[src/rtl/serial_rx_queue.sv]
module serial_rx_queue #(
  parameter int DEPTH    = 16,
  parameter int READY_AT = 4
) (
  input  logic       clk,
  input  logic       rst_n,
  input  logic       os_tick,
  input  logic       rx_in,
  input  logic [1:0] len_sel,
  input  logic       par_on,
  input  logic       par_even,
  input  logic       queue_on,
  input  logic       rd_strobe,
  output logic [7:0] rd_data,
  output logic       rx_valid,
  output logic       rx_overrun,
  output logic       err_parity,
  output logic       err_frame,
  output logic       err_break,
  output logic       rx_ready
);
  localparam int AW = $clog2(DEPTH);
  localparam int CW = $clog2(DEPTH + 1);

  typedef enum logic [2:0] {S_IDLE, S_START, S_DATA, S_PAR, S_STOP} st_t;

  logic       sy1, sy2, sy3;
  st_t        st;
  logic [3:0] tcnt;
  logic [2:0] bidx;
  logic [7:0] shreg;
  logic       par_bit;
  logic       pend_v;
  logic [10:0] pend_w;

  logic [10:0] mem [DEPTH];
  logic [AW-1:0] wp, rp;
  logic [CW-1:0] cnt, cap;
  logic        mode_q;

  logic [7:0] data_al;
  logic       full, do_push, do_pop, mode_chg;

  assign data_al  = shreg >> (2'd3 - len_sel);
  assign cap      = queue_on ? CW'(DEPTH) : CW'(1);
  assign full     = (cnt >= cap);
  assign mode_chg = (queue_on != mode_q);
  assign do_push  = pend_v && !full && !mode_chg;
  assign do_pop   = rd_strobe && (cnt != 0) && !mode_chg;

  always_ff @(posedge clk or negedge rst_n) begin
    if (!rst_n) begin
      {sy1, sy2, sy3} <= 3'b111;
    end else begin
      sy1 <= rx_in;
      sy2 <= sy1;
      sy3 <= sy2;
    end
  end

  always_ff @(posedge clk or negedge rst_n) begin
    if (!rst_n) begin
      st      <= S_IDLE;
      tcnt    <= '0;
      bidx    <= '0;
      shreg   <= '0;
      par_bit <= 1'b0;
      pend_v  <= 1'b0;
      pend_w  <= '0;
    end else begin
      pend_v <= 1'b0;
      case (st)
        S_IDLE: if (sy3 && !sy2) begin
          st   <= S_START;
          tcnt <= '0;
        end
        S_START: if (os_tick) begin
          tcnt <= tcnt + 4'd1;
          if (tcnt == 4'd7) begin
            tcnt <= '0;
            bidx <= '0;
            st   <= sy2 ? S_IDLE : S_DATA;
          end
        end
        S_DATA: if (os_tick) begin
          tcnt <= tcnt + 4'd1;
          if (tcnt == 4'd15) begin
            shreg <= {sy2, shreg[7:1]};
            bidx  <= bidx + 3'd1;
            if (bidx == {1'b0, len_sel} + 3'd4)
              st <= par_on ? S_PAR : S_STOP;
          end
        end
        S_PAR: if (os_tick) begin
          tcnt <= tcnt + 4'd1;
          if (tcnt == 4'd15) begin
            par_bit <= sy2;
            st      <= S_STOP;
          end
        end
        S_STOP: if (os_tick) begin
          tcnt <= tcnt + 4'd1;
          if (tcnt == 4'd15) begin
            st     <= S_IDLE;
            pend_v <= 1'b1;
            pend_w <= {(data_al == 8'd0) && !(par_on && par_bit) && !sy2,
                       !sy2,
                       par_on && ((^data_al ^ par_bit) == par_even),
                       data_al};
          end
        end
        default: st <= S_IDLE;
      endcase
    end
  end

  always_ff @(posedge clk) begin
    if (do_push) mem[wp] <= pend_w;
  end

  always_ff @(posedge clk or negedge rst_n) begin
    if (!rst_n) begin
      wp         <= '0;
      rp         <= '0;
      cnt        <= '0;
      mode_q     <= 1'b0;
      rx_overrun <= 1'b0;
    end else begin
      mode_q <= queue_on;
      if (mode_chg) begin
        wp         <= '0;
        rp         <= '0;
        cnt        <= '0;
        rx_overrun <= 1'b0;
      end else begin
        if (do_push) wp <= (wp == AW'(DEPTH - 1)) ? '0 : wp + AW'(1);
        if (do_pop)  rp <= (rp == AW'(DEPTH - 1)) ? '0 : rp + AW'(1);
        cnt <= cnt + CW'(do_push) - CW'(do_pop);
        if (pend_v && full) rx_overrun <= 1'b1;
        else if (do_pop)    rx_overrun <= 1'b0;
      end
    end
  end

  assign rx_valid   = (cnt != 0);
  assign rd_data    = rx_valid ? mem[rp][7:0] : 8'd0;
  assign err_parity = rx_valid && mem[rp][8];
  assign err_frame  = rx_valid && mem[rp][9];
  assign err_break  = rx_valid && mem[rp][10];
  assign rx_ready   = queue_on ? (cnt >= CW'(READY_AT)) : rx_valid;

  assert_no_overflow_R9: assert property (@(posedge clk) disable iff (!rst_n)
    !mode_chg |-> cnt <= cap);
  assert_keep_on_overrun_R8: assert property (@(posedge clk) disable iff (!rst_n)
    (pend_v && full && !rd_strobe && !mode_chg) |=> cnt == $past(cnt));
  assert_empty_read_R11: assert property (@(posedge clk) disable iff (!rst_n)
    (rd_strobe && cnt == 0 && !pend_v && !mode_chg) |=> cnt == 0);
  assert_break_zero_R5: assert property (@(posedge clk) disable iff (!rst_n)
    (rx_valid && err_break) |-> (rd_data == 8'd0 && err_frame));
  assert_flags_masked_R7: assert property (@(posedge clk) disable iff (!rst_n)
    !rx_valid |-> !(err_parity || err_frame || err_break));
endmodule

[config.mk]
export PLATFORM = sky130hd
export DESIGN_NAME = serial_rx_queue
export DESIGN_NICKNAME = d
export VERILOG_FILES = /design/src/rtl/serial_rx_queue.sv
export SDC_FILE = /design/constraint.sdc
export NUM_CORES = 1
export LEC_CHECK = 0
export BUFFER_PORTS_ARGS = -buffer_cell sky130_fd_sc_hd__buf_2
export CAP_MARGIN = 20
export CORE_MARGIN = 3
export CORE_UTILIZATION = 31
export CTS_BUF_LIST = sky130_fd_sc_hd__clkbuf_8
export DETAILED_ROUTE_END_ITERATION = 8
export PLACE_DENSITY_LB_ADDON = 0.3
export SKIP_LAST_GASP = 1
export SLEW_MARGIN = 10
export SYNTH_ARGS = -nofsm -noshare
export SYNTH_HDL_FRONTEND = slang
export SYNTH_SLANG_ARGS = --single-unit
[constraint.sdc]
create_clock -name clk -period 3 [get_ports clk]
set_clock_uncertainty 0.05 [all_clocks]
set_input_delay 0.45 -clock clk [delete_from_list [all_inputs] [get_ports clk]]
set_output_delay 0.45 -clock clk [all_outputs]
set_load 0.01 [all_outputs]
==> results of run 1 <==
## cell usage in the layout (no fill, tap or decap), drive strengths merged, types with 13 or more instances in the layout
cell type / instances
nor2: 14
clkbuf: 42
o21ai: 22
ha: 22
edfxtp: 176
mux2i: 63
a21oi: 18
inv: 39
nand3b: 13
nand2b: 14
dfrtp: 46
buf: 71
clkinv: 17
mux4: 22
nand2: 31
## power by group through the flow
stage | clock [mW] | sequential, mW | combinational (mW)
CTS | 2.88 | 3.58 | 1.87
floorplan | 0 | 3.57 | 1.27
global route | 3.03 | 3.60 | 2.10
detailed placement | 0 | 3.67 | 1.73
global placement | 0 | 3.67 | 1.72
finish | 2.78 | 3.58 | 1.92
## worst paths after layout
path	slack, ns	end	cells after the start
max in group asynchronous	1.78	pend_w[1]	3
hold reg to reg	0.31	sy2	0
setup reg to reg	0.16	cnt[4]	14
min in group asynchronous	0.48	tcnt[1]	2
setup / recovery	0.1	err_frame	8
hold / removal	0.13	mode_q	2
## stage by stage
| stage | area [um2] | setup WS (ns) | hold slack [ns] | util, % | setup TNS [ns] |
|---|---|---|---|---|---|
| final | 11800 | 0.0957 | 0.127 | 37.4 | 0 |
| after detailed placement | 10900 | -0.00397 | 0.301 | 34.3 | -0.00397 |
| after floorplan | 9980 | -0.218 | 0.104 | - | -8.72 |
| after global routing | 11800 | -0.000274 | 0.115 | 37.4 | -0.000274 |
| after CTS | 11700 | -0.00469 | 0.0846 | 37.1 | -0.00469 |
| after global placement | 10900 | 0.0414 | 0.301 | 34.3 | 0 |
## cell type report
class                   instances  area share (%)
clock inverters                34            1.97
multi-input cells             360            27.9
flip-flops and latches        225            55.1
clock buffers                  40            4.65
inverters                      26           0.824
well taps                     402            4.25
repair buffers                 75            5.37
## logic make-up (layout without fill, tap and decap cells)
family / after synthesis / in the layout / synth area share (%)
AOI/OAI and AO/OA: 100 / 100 / 7.49
buffers and inverters: 62 / 175 / 2.85
xor gates and xnor gates: 13 / 13 / 1.14
adders and majority gates: 23 / 23 / 2.96
muxes: 97 / 97 / 12.7
and+or+nand+nor: 127 / 127 / 7.56
DFF: 225 / 225 / 65.3
## what timing repair did
item	CTS	global route
cloned	1	2
hold buffers	2	0
setup endpoints to repair	11	12
endpoints found under the hold margin	28	0
resized for setup	9	9
buffers inserted	2	1
## cells in the mapped netlist, types with 3 or more instances
library cell	instances
sky130_fd_sc_hd__nor2_1	14
sky130_fd_sc_hd__and3_1	4
sky130_fd_sc_hd__nand4_1	5
sky130_fd_sc_hd__nand2b_1	14
sky130_fd_sc_hd__inv_1	26
sky130_fd_sc_hd__buf_2	11
sky130_fd_sc_hd__dfstp_2	3
sky130_fd_sc_hd__buf_4	4
sky130_fd_sc_hd__o21bai_1	3
sky130_fd_sc_hd__o211a_1	11
sky130_fd_sc_hd__nand3b_1	13
sky130_fd_sc_hd__o32ai_1	12
sky130_fd_sc_hd__nor4_1	4
sky130_fd_sc_hd__nor3_1	3
sky130_fd_sc_hd__mux2i_1	63
sky130_fd_sc_hd__xnor2_1	10
sky130_fd_sc_hd__buf_6	3
sky130_fd_sc_hd__nand2_1	31
sky130_fd_sc_hd__nor4b_1	4
sky130_fd_sc_hd__mux2_2	12
sky130_fd_sc_hd__mux4_2	22
sky130_fd_sc_hd__nor3_2	8
sky130_fd_sc_hd__o31ai_1	4
sky130_fd_sc_hd__xor2_1	3
sky130_fd_sc_hd__o21ai_0	20
sky130_fd_sc_hd__clkbuf_1	17
sky130_fd_sc_hd__a32o_1	12
sky130_fd_sc_hd__o211ai_1	3
sky130_fd_sc_hd__dfrtp_1	46
sky130_fd_sc_hd__nand3_1	10
sky130_fd_sc_hd__ha_1	22
sky130_fd_sc_hd__edfxtp_1	176
sky130_fd_sc_hd__a21oi_1	18
## layer usage
metal	GRT usage [%]	wire length, um
met4	4.05	406
met1	17.0	9910
met5	0	0
met3	2.51	968
met2	20.2	10200
## registers in the layout, indices dropped and copies added, names as in the netlist, 3 cells and up
register,flops
pend_w,11
shreg,8
tcnt,4
wp,4
st,3
mem,176
rp,4
cnt,5
bidx,3
## critical path: stages (launching register included)
cell and delay [ns]:
sky130_fd_sc_hd__dfrtp_1 0.38, sky130_fd_sc_hd__inv_1 0.10, sky130_fd_sc_hd__ha_1 0.19, sky130_fd_sc_hd__or4b_4 0.48
sky130_fd_sc_hd__buf_6 0.16, sky130_fd_sc_hd__nand2b_4 0.09, sky130_fd_sc_hd__buf_6 0.15, sky130_fd_sc_hd__o32ai_2 0.14
sky130_fd_sc_hd__buf_2 0.18
==> metrics list, run 1 <==
* Status: complete, no violations
- The floorplan step defined a core boundary enclosing 31600 um2.
- The count of cells in the finished layout, fillers not included, comes to 1162.
- Multi-input combinational cell area: 3300 um2
* Sequential share of power: 43.2%
- Arrival time of data at the critical path endpoint: 2.40 ns
- Counting flops with an async set or reset pin after synthesis yields a share of 21.8%.
* Die area: 34300 um2
* Number of max-slew violations in the final report: 0
* Yosys top cell area share: 53.0%
* Global routing usage summed across all routing layers: 12.5%
- Clock-pin slew was measured on the worst setup and hold paths at 0.06 ns.
- Cell count after synthesis: 647
* Max Fclk: 344 MHz
- Clock tree from TritonCTS: yes
* Drc violations: 0
- Clock share of power: 33.6%
- The tightest min-delay check is of the primary input to flip-flop type.
* Final hold violations: 0
- Site Rows: 65
- For this run, the detailed router's first-pass iteration total came to 5.
- The number of global-route vias before repair is 5829.
- The clock reaches the later pin of the worst-skew pair after 0.53 ns.
- Counting every sink on the clock net gives 225.
- The worst setup path is of the flip-flop to output pin kind.
- Setup repair after global routing could not meet its margin everywhere.
- The count of nets left with antenna violations once routing finished came out at 0.
- The detailed router finished its first iteration with 352 violations.
- Clock tree synthesis selected as its root buffer the cell sky130_fd_sc_hd__clkbuf_8.
- Starting density of the core: 31.5%
* Via-per-instance ratio: 4.89
- Setup violations remaining at the end of the flow were counted as 0.
- Ys flop type: sky130_fd_sc_hd__edfxtp_1
- The worst setup path is launched from a flip-flop.
- The internal portion of the total power is 5.88 mW.
* Port-buffer cells: 23
- The final layout contains routed wiring with a total length of 21.4 mm.
* NetSw: 2.40 mW
- The longest clock path from root to sink contains 3 buffers.
- Max rail drop VDD: 301 uV
- The first global-routing pass estimated 33.1 mm of wire.
- Pin count of the biggest net entering global routing: 59
- Final Total Pwr: 8.29 mW
* Cell taking the most area after synthesis: sky130_fd_sc_hd__edfxtp_1
* Number of diodes added for antenna fixing: 0
* Number of buffers created by CTS: 40
- Total instance count after detailed placement: 1080
* Detailed-route via count: 5681
- In this run the worst path has a maximum fanout of 7.
* Startpoint of the worst register-to-register path: cnt[0]
- The number of antenna violations at the first check in global routing was 0.
- In this run the count of I/O pins placed on the die edge is 24.
* Pwr/cell area: 700 nW/um2
- After synthesis the cells add up to 9970 um2.
- The worst setup path is captured at an output pin.
- Across the run, the number of max-cap violations was 0.
- CTS built an H-tree with a depth of 2.
* Filler cell count: 2975
- The startpoint identified for the worst hold timing path is queue_on.
- Normalized max-slew margin: 29.4%
- Global route total overflow: 0
- For the worst setup path, the data required time is 2.50 ns.
* Post-route fraction of the period consumed by the critical path: 96.8%
- Synth cell types: 61
- Sw Share: 29.0%
* Launch point of the worst path: cnt[3]
* Mean post-synth cell area: 15.4 um2
- Count of flip-flops with a built-in enable after synthesis: 176
- Detailed-route wire length per cell: 18.5 um
- Horizontal die dimension: 185 um
- Leakage: 4.33 nW
- Sorting the synthesized cells by area gives the leading types as sky130_fd_sc_hd__edfxtp_1 53%, sky130_fd_sc_hd__dfrtp_1 12%, sky130_fd_sc_hd__mux2i_1 6.3%, sky130_fd_sc_hd__mux4_2 5.0%, sky130_fd_sc_hd__ha_1 2.8%.
- At the end of routability-driven placement, the weighted congestion stood at 0.751.
- Actual slew at the worst max-slew pin: 1.06 ns
- After the last flow step, the layout net total stands at 761.
- Number of storage elements in the synthesis netlist: 225
- The area growth from synthesis to layout is 18.8%.
- For the finished layout, the period the worst path requires is 2.90 ns.
* Die Span Y: 185 um
- Half-perimeter wire length after detailed placement: 13.0 mm
- Proportion of synthesized chip area in sequential cells: 65.3%
* Seq. cell area: 6520 um2
* Share of cells above drive strength 1: 25.9%
* Net count of the mapped netlist: 680
* Proportion of power drawn by combinational gates: 23.1%
* Total number of yosys warnings: 0
Power figures use the tool's default switching activity.
==> run 2, diff against run 1 <==
Settings changed: CORE_UTILIZATION 31 to 48, HOLD_SLACK_MARGIN from default to 0.08, SETUP_SLACK_MARGIN from default to 0.05.
==> metrics list, run 2 (same netlist as run 1, synthesis figures left out) <==
- Number of max-slew violations in the final report: 0
* Worst setup SP type: flip-flop
- Clock tree synthesis selected as its root buffer the cell sky130_fd_sc_hd__clkbuf_8.
* Max Fanout on Critical Path: 6
* Leakage: 4.24 nW
- The largest registers in the layout are mem x176, pend_w x11, shreg x8.
- The clock drives 225 sinks.
- Clock Path Buffers: 3
* Multi-input combinational cell area: 3390 um2
- The die is 150 um tall.
- The worst setup path is captured at an output pin.
- The number of antenna violations at the first check in global routing was 0.
* WS Path Type: flip-flop to output pin
* Setup-violating endpoint count in the final report: 0
* Final sum of negative setup slack: 0 ns
* Final hold violations: 0
- For this run, the total global-route usage over all layers was measured as 18.3%.
- Number of buffers created by CTS: 38
- Number of detailed-route iterations in the first pass: 4
* Number of flip-flops under the largest register name: 176
* Number of diodes added for antenna fixing: 0
* Half-perimeter wire length after detailed placement: 12.7 mm
- Drc violations: 0
- At the pin with the least slew margin, the transition time is 0.699 ns.
- The layout has 1603 filler cells.
- Clock tree from TritonCTS: yes
- The flow ran to the end, and the final reports show no timing, DRC or antenna violations.
* Source-to-sink clock delay at the later pin of the worst-skew pair: 0.52 ns
* Normalized max-slew margin: 53.3%
- Via count of the first global-routing pass: 6029
- Of the available clock period, the critical path in the final layout requires 97.3%.
- Leaving out filler cells and counting taps, the final layout contains 1022.
* Total instance count after detailed placement: 942
* Starting density of the core: 49.1%
* Fin nets: 757
- The slowest stage of the critical path belongs to the cell sky130_fd_sc_hd__or4b_4.
- Most flop-heavy register: mem
- OpenSTA, run right after detailed placement, puts the worst setup slack at -0.0442 ns.
- Final standard cell utilization of the core: 57.1%
- Die area: 22500 um2
* Initial drt markers: 400
- The first global-routing pass estimated 32.2 mm of wire.
- Across the VDD grid, the largest voltage drop is 309 uV.
- Setup repair after global routing could not meet its margin everywhere.
* Worst min-delay path class: primary input to flip-flop
- After detailed routing, the number of vias per cell comes to 5.65.
- Final Total Pwr: 7.99 mW
* Pwr/cell area: 690 nW/um2
- Level count of the clock H-tree: 2
- The critical path goes through buf_4 > buf_4 > or4b_4 > buf_8 > nand2b_4 > buf_12 > o32ai_2 > buf_4.
* Area inside the core boundary: 20300 um2
- Horizontal die dimension: 150 um
* Area after DPL: 10600 um2
- Arrival time of data at the critical path endpoint: 2.42 ns
* Site Rows: 52
* Area growth, synth to finish: 16.3%
* Final GP Congestion: 0.823
- The final layout contains routed wiring with a total length of 20.3 mm.
- Dividing the detail-routed wire length by the instance count gives 19.9 um.
- The count of nets left with antenna violations once routing finished came out at 0.
* Delay of the slowest cell on the worst path: 0.54 ns
- WHS: 0.130 ns
- In the post-route analysis, the smallest setup slack over all paths is 0.0817 ns.
- Input and output buffers added on the ports amount to 23.
- Registers take 6520 um2.
- Detailed-route via count: 5775
* Required time worst endpoint: 2.50 ns
- Pin count of the biggest net entering global routing: 38
* Fin crit period: 2.92 ns
- By instance count, the cell type seen most on the critical path is sky130_fd_sc_hd__buf_4.
- Global route total overflow: 0
- Most common cell after layout, fill and taps aside: sky130_fd_sc_hd__edfxtp_1
* I/O pin count: 24
- Finished Cell Area: 11600 um2
- Cells with a size suffix above 1 make up 26.6% of the layout.
* Worst setup slack for register-to-register paths: 0.15 ns
- Commonest cells after routing, fill and taps aside: 176 x sky130_fd_sc_hd__edfxtp_1, 56 x sky130_fd_sc_hd__mux2i_1, 44 x sky130_fd_sc_hd__dfrtp_1
* Clock input transition at the sequential cells of the worst setup and hold paths: 0.07 ns
- Max Fclk: 343 MHz
- Count of maximum capacitance violations: 0
## run 2: cell types whose count changed in the layout (fill, tap and decap cells not counted), sizes merged
cell      previous run  this run
bufinv               3         0
clkbuf              42        39
clkinv              17        18
clkinvlp             1         4
inv                 39        33
## run 2: power by group
group          switching, mW  total (mW)  internal [mW]
Combinational           1.03        2.00          0.971
Clock                   1.19        2.41           1.22
Sequential             0.155        3.59           3.43
Total                   2.38        7.99           5.62
## run 2: routing by layer
metal | global-route usage, % | vias up | wire length (um)
li1 | - | 2697 | -
met1 | 23.5 | 2923 | 8700
met2 | 32.3 | 127 | 10400
met3 | 3.46 | 28 | 902
met4 | 4.76 | 0 | 308
met5 | 0 | - | 0
## run 2: what timing repair did
action,4_1_cts,5_1_grt
pin swaps,0,7
gates resized for setup,7,41
endpoints found under the setup margin,12,12
hold buffers,2,0
endpoints found under the hold margin,27,0
cloned,1,1
buffers inserted,5,3
## run 2: critical path, delay by kind of cell, from the launching register on
family                 cells  cell delay, ns
AOI/OAI and AO/OA          1            0.11
and+or+nand+nor            2            0.65
DFF                        1            0.39
buffers and inverters      5            0.76
## run 2: final timing paths
path                       depth (start not counted)    endpoint      from
hold reg to reg                                    0         sy2       sy1
setup / recovery                                   8  rd_data[5]    cnt[1]
min in group asynchronous                          2      cnt[0]     rst_n
hold / removal                                     2      mode_q  queue_on
max in group asynchronous                          3    shreg[6]     rst_n
setup reg to reg                                  14      cnt[4]    cnt[0]
## run 2: layout make-up
type | instances | share of cell area, %
well taps | 270 | 2.91
inverters | 26 | 0.842
clock inverters | 29 | 1.14
multi-input cells | 360 | 29.3
clock buffers | 39 | 4.63
repair buffers | 73 | 4.96
flip-flops and latches | 225 | 56.3
